### config.mk
export PLATFORM = sky130hd
export DESIGN_NAME = flash_status_gen
export DESIGN_NICKNAME = d
export VERILOG_FILES = /design/src/rtl/flash_status_pkg.sv /design/src/rtl/flash_status_ctl.sv /design/src/rtl/flash_status_dp.sv /design/src/rtl/flash_status_gen.sv
export SDC_FILE = /design/constraint.sdc
export NUM_CORES = 1
export LEC_CHECK = 0
export ABC_AREA = 1
export CORE_AREA = 2 2 39 41
export DETAILED_ROUTE_END_ITERATION = 8
export DIE_AREA = 0 0 41 43
export DONT_BUFFER_PORTS = 1
export HOLD_SLACK_MARGIN = 0.1
export PLACE_DENSITY = 0.3
export SETUP_SLACK_MARGIN = 0.4
export SLEW_MARGIN = 20
export SYNTH_ARGS = -nofsm -noshare
export SYNTH_HDL_FRONTEND = slang
export SYNTH_SLANG_ARGS = --single-unit
### constraint.sdc
create_clock -name clk -period 1.3 [get_ports clk]
set_clock_uncertainty 0.05 [all_clocks]
set_input_delay 0.195 -clock clk [delete_from_list [all_inputs] [get_ports clk]]
set_output_delay 0.195 -clock clk [all_outputs]
set_load 0.01 [all_outputs]
### src/rtl/flash_status_pkg.sv
package flash_status_pkg;
  typedef struct packed {
    logic showStatus;
    logic suspendView;
    logic flipPoll;
    logic flipErase;
    logic pollVal;
    logic errVal;
    logic timerVal;
  } statCtl_t;
endpackage

### src/rtl/flash_status_ctl.sv
module flash_status_ctl
  import flash_status_pkg::*;
(
  input  logic     clk,
  input  logic     rstN,
  input  logic     rdStrobe,
  input  logic     engBusy,
  input  logic     engIsErase,
  input  logic     engSuspended,
  input  logic     eraseWindowOpen,
  input  logic     engError,
  input  logic     targetBit7,
  input  logic     addrInEraseBlk,
  output statCtl_t ctl
);
  logic busyView;
  logic suspendView;

  assign busyView    = engBusy && !engSuspended;
  assign suspendView = engSuspended && addrInEraseBlk;

  always_comb begin
    ctl.showStatus  = busyView || suspendView;
    ctl.suspendView = suspendView;
    ctl.flipPoll    = rdStrobe && busyView;
    ctl.flipErase   = rdStrobe && addrInEraseBlk &&
                      ((busyView && engIsErase) || engSuspended);
    if (busyView) begin
      ctl.pollVal  = engIsErase ? 1'b0 : !targetBit7;
      ctl.errVal   = engError;
      ctl.timerVal = engIsErase && !eraseWindowOpen;
    end else begin
      ctl.pollVal  = 1'b1;
      ctl.errVal   = 1'b0;
      ctl.timerVal = 1'b1;
    end
  end


  suspend_no_poll_flip_chk: assert property (@(posedge clk) disable iff (!rstN)
    engSuspended |-> !ctl.flipPoll);


  program_no_erase_flip_chk: assert property (@(posedge clk) disable iff (!rstN)
    (engBusy && !engSuspended && !engIsErase) |-> !ctl.flipErase);
endmodule

### src/rtl/flash_status_dp.sv
module flash_status_dp
  import flash_status_pkg::*;
#(
  parameter int DATA_W   = 8,
  parameter int POLL_POS = 7,
  parameter int TOGA_POS = 6,
  parameter int ERR_POS  = 5,
  parameter int TMR_POS  = 3,
  parameter int TOGB_POS = 2
)(
  input  logic              clk,
  input  logic              rstN,
  input  statCtl_t          ctl,
  input  logic [DATA_W-1:0] arrayData,
  output logic [DATA_W-1:0] rdData,
  output logic              statusActive
);
  logic pollTog;
  logic eraseTog;
  logic [DATA_W-1:0] statusByte;

  always_ff @(posedge clk or negedge rstN) begin
    if (!rstN) begin
      pollTog  <= 1'b0;
      eraseTog <= 1'b0;
    end else begin
      if (ctl.flipPoll)  pollTog  <= !pollTog;
      if (ctl.flipErase) eraseTog <= !eraseTog;
    end
  end

  always_comb begin
    for (int i = 0; i < DATA_W; i++) begin
      if (i == POLL_POS)      statusByte[i] = ctl.pollVal;
      else if (i == TOGA_POS) statusByte[i] = pollTog;
      else if (i == ERR_POS)  statusByte[i] = ctl.errVal;
      else if (i == TMR_POS)  statusByte[i] = ctl.timerVal;
      else if (i == TOGB_POS) statusByte[i] = eraseTog;
      else                    statusByte[i] = 1'b0;
    end
  end

  assign rdData       = ctl.showStatus ? statusByte : arrayData;
  assign statusActive = ctl.showStatus;


  poll_toggle_chk: assert property (@(posedge clk) disable iff (!rstN)
    ctl.flipPoll |=> (pollTog != $past(pollTog)));


  suspend_freeze_chk: assert property (@(posedge clk) disable iff (!rstN)
    ctl.suspendView |=> $stable(pollTog));


  reserved_low_chk: assert property (@(posedge clk) disable iff (!rstN)
    ctl.showStatus |-> (rdData[0] == 1'b0 && rdData[1] == 1'b0 && rdData[4] == 1'b0));


  passthru_chk: assert property (@(posedge clk) disable iff (!rstN)
    !statusActive |-> (rdData == arrayData));
endmodule

### src/rtl/flash_status_gen.sv
module flash_status_gen
  import flash_status_pkg::*;
#(
  parameter int DATA_W = 8
)(
  input  logic              clk,
  input  logic              rstN,
  input  logic              rdStrobe,
  input  logic              engBusy,
  input  logic              engIsErase,
  input  logic              engSuspended,
  input  logic              eraseWindowOpen,
  input  logic              engError,
  input  logic              targetBit7,
  input  logic              addrInEraseBlk,
  input  logic [DATA_W-1:0] arrayData,
  output logic [DATA_W-1:0] rdData,
  output logic              statusActive
);
  statCtl_t ctl;

  flash_status_ctl u_ctl (
    .clk(clk), .rstN(rstN), .rdStrobe(rdStrobe), .engBusy(engBusy),
    .engIsErase(engIsErase), .engSuspended(engSuspended),
    .eraseWindowOpen(eraseWindowOpen), .engError(engError),
    .targetBit7(targetBit7), .addrInEraseBlk(addrInEraseBlk), .ctl(ctl)
  );

  flash_status_dp #(.DATA_W(DATA_W)) u_dp (
    .clk(clk), .rstN(rstN), .ctl(ctl), .arrayData(arrayData),
    .rdData(rdData), .statusActive(statusActive)
  );
endmodule

==> impl_metrics.json <==
{
  "slew_viol_final": 0,
  "rows": 14,
  "ctsLongestPathBuffers": 2,
  "status": "completed",
  "p_int_w": 0.000244,
  "io_buffers": 0,
  "hold_viol": 0,
  "drive_gt1_share_pct": 25.5,
  "final_cell_count_no_fill": 71,
  "clock_sinks": 2,
  "cp-end-kind": "output port",
  "finish.utilization_pct": 25.0,
  "swShare_pct": 32.1,
  "ys_warn_count": 0,
  "synth_fp_nets": 65,
  "worstPathMaxFanout": 2,
  "critPathKind": "flip-flop to output port",
  "switching_power_w": 0.000116,
  "required_ns": 1.05,
  "die_h_um": 43,
  "power.density_nw_per_um2": 1040,
  "rsz0062_at_grt": "yes",
  "seqPwrFrac_pct": 24.5,
  "core_area_sq_um": 1380,
  "antenna_found_initial": 0,
  "seq_area_sq_um": 50.0,
  "maxCapViolCount": 0,
  "routed_via_density": 4.25,
  "routedWlPerCell_um": 9.66,
  "synth_top_area_share_pct": 30.8,
  "ys_seq_area_share_pct": 20.5,
  "diodes": 0,
  "nets": 75,
  "peakVddDrop_mv": 0.406,
  "initial_core_util_pct": 17.6,
  "ctsHtreeMaxLevel": 1,
  "power_leakage_nw": 0.216,
  "clock-root-buffer": "clkbuf_4",
  "dp_cells": 63,
  "period_minus_slack_ns": 0.994,
  "die_width_um": 41,
  "area_growth_pct": 42.1,
  "holdWs_ns": 0.142,
  "synth_common_cells": "20 x nand2_1, 9 x inv_1, 7 x nand3_1, 5 x nor2_1",
  "grt_pass1_wl_um": 1030,
  "grt_pass1_vias": 259,
  "vias": 302,
  "cts_tree": "built",
  "setup_viol": 0,
  "synth_top_area_cell": "nand2_1",
  "hpwl_um": 546,
  "cts_buffers": 3,
  "cp.arrival_ns": 0.75,
  "ys.flop_type": "dfrtp_1",
  "die-area_sq_um": 1760,
  "fillers": 164,
  "cp-start-kind": "flip-flop",
  "synthArstFlopShare_pct": 100,
  "grt_usage_pct": 8.94,
  "yosysMostFrequentCell": "nand2_1",
  "avgSynthCellArea_sq_um": 5.19,
  "synth_seq_cells": 2,
  "tns_ns": 0,
  "drt-initial-drc-count": 3,
  "syn_area_sq_um": 244,
  "clock.fmax_mhz": 1010,
  "detail-route-antenna-nets": 0,
  "synth-edff-count": 0,
  "synthCells": 47,
  "p_clk_share_pct": 37.3,
  "clock_latency_ns": 0.22,
  "grt_overflow": 0,
  "clk_pin_slew_ns": 0.03,
  "yosys-top-cells-area": "nand2_1 31%, dfrtp_1 21%, nand3_1 14%",
  "max_slew_margin_pct": 86.2,
  "tightestPinTransition_ns": 0.207,
  "gp_congestion": 0.634,
  "grt_max_degree": 8,
  "multiInputGateArea_sq_um": 175,
  "route.detailed.drc": 0,
  "routed_wl_um": 686,
  "p_comb_share_pct": 38.2,
  "drt_pass1_iterations": 4,
  "num_io_pins": 27,
  "period_share_pct": 76.4,
  "synth_cell_type_count": 8,
  "min_path_type": "primary input to flip-flop"
}
## state kept, by name, indices dropped and copies added, names as in the netlist
register	count
u_dp.pollTog	1
u_dp.eraseTog	1
## final timing paths
path,slack (ns),end,depth (start not counted),startpoint
max,0.31,rdData[2],2,u_dp.eraseTog
min,0.14,u_dp.pollTog,3,engSuspended
max reg2reg,0.39,u_dp.eraseTog,5,u_dp.eraseTog
min reg2reg,0.54,u_dp.pollTog,3,u_dp.pollTog
max in group asynchronous,0.92,u_dp.pollTog,1,rstN
min in group asynchronous,0.16,u_dp.eraseTog,1,rstN
## worst max-delay path, stage by stage, from the launching register on
cell	delay, ns
dfrtp_1	0.38
nand2_1	0.08
nand2_2	0.07
## placed cells by master, fill, tap and decap left out, drive strengths merged
cell type / count
nand3b: 1
nand3: 7
buf: 3
dfrtp: 2
nand2: 23
clkbuf: 3
dlymetal6s4s: 1
nor2: 5
dlygate4sd3: 1
inv: 9
## cell families (layout without fill, tap and decap cells)
kind of cell | after synthesis | after routing | share of synthesized area, %
buffers and inverters | 9 | 17 | 13.8
AND/OR/NAND/NOR | 36 | 36 | 65.6
flip-flops | 2 | 2 | 20.5
## cell type report
cell class | count | share of cell area, %
timing repair buffer | 5 | 13.0
multi-input combinational | 36 | 50.5
clock buffer | 3 | 6.50
inverter | 9 | 9.75
tap | 16 | 5.78
sequential | 2 | 14.4
## power groups by stage
| stage | Combinational [W] | Sequential (W) | Clock (W) |
|---|---|---|---|
| finish | 0.000137 | 0.0000882 | 0.000134 |
| global route | 0.000156 | 0.0000885 | 0.000152 |
| CTS | 0.000112 | 0.0000875 | 0.000145 |
| detailed placement | 0.0000884 | 0.0000905 | 0 |
| global placement | 0.0000905 | 0.0000909 | 0 |
| floorplan | 0.0000772 | 0.0000870 | 0 |
## timing repair
item / 4_1_cts / 5_1_grt
pin swaps: 1 / 3
buffers inserted: 1 / 2
hold endpoints to repair: 3 / 0
setup endpoints to repair: 6 / 8
hold buffers: 2 / 0
gates resized for setup: 2 / 5
## metrics by stage
stage / total power, W / worst slack, ns / instance area, sq um
final: 0.000360 / 0.306 / 347
after floorplan: 0.000164 / 0.453 / 244
after global placement: 0.000181 / 0.375 / 264
after global routing: 0.000396 / 0.275 / 347
after CTS: 0.000344 / 0.297 / 319
after detailed placement: 0.000179 / 0.380 / 264
## per-layer routing
metal | GRT usage [%] | vias to the layer above | part of all wire [%] | wire (um)
li1 | - | 156 | - | -
met1 | 9.32 | 133 | 42 | 290
met2 | 12.8 | 13 | 48 | 327
met3 | 5.24 | 0 | 9.8 | 67
met4 | 6.00 | 0 | 0 | 0
met5 | 0 | - | 0 | 0
Note: power is estimated with default switching activity, not from simulation.
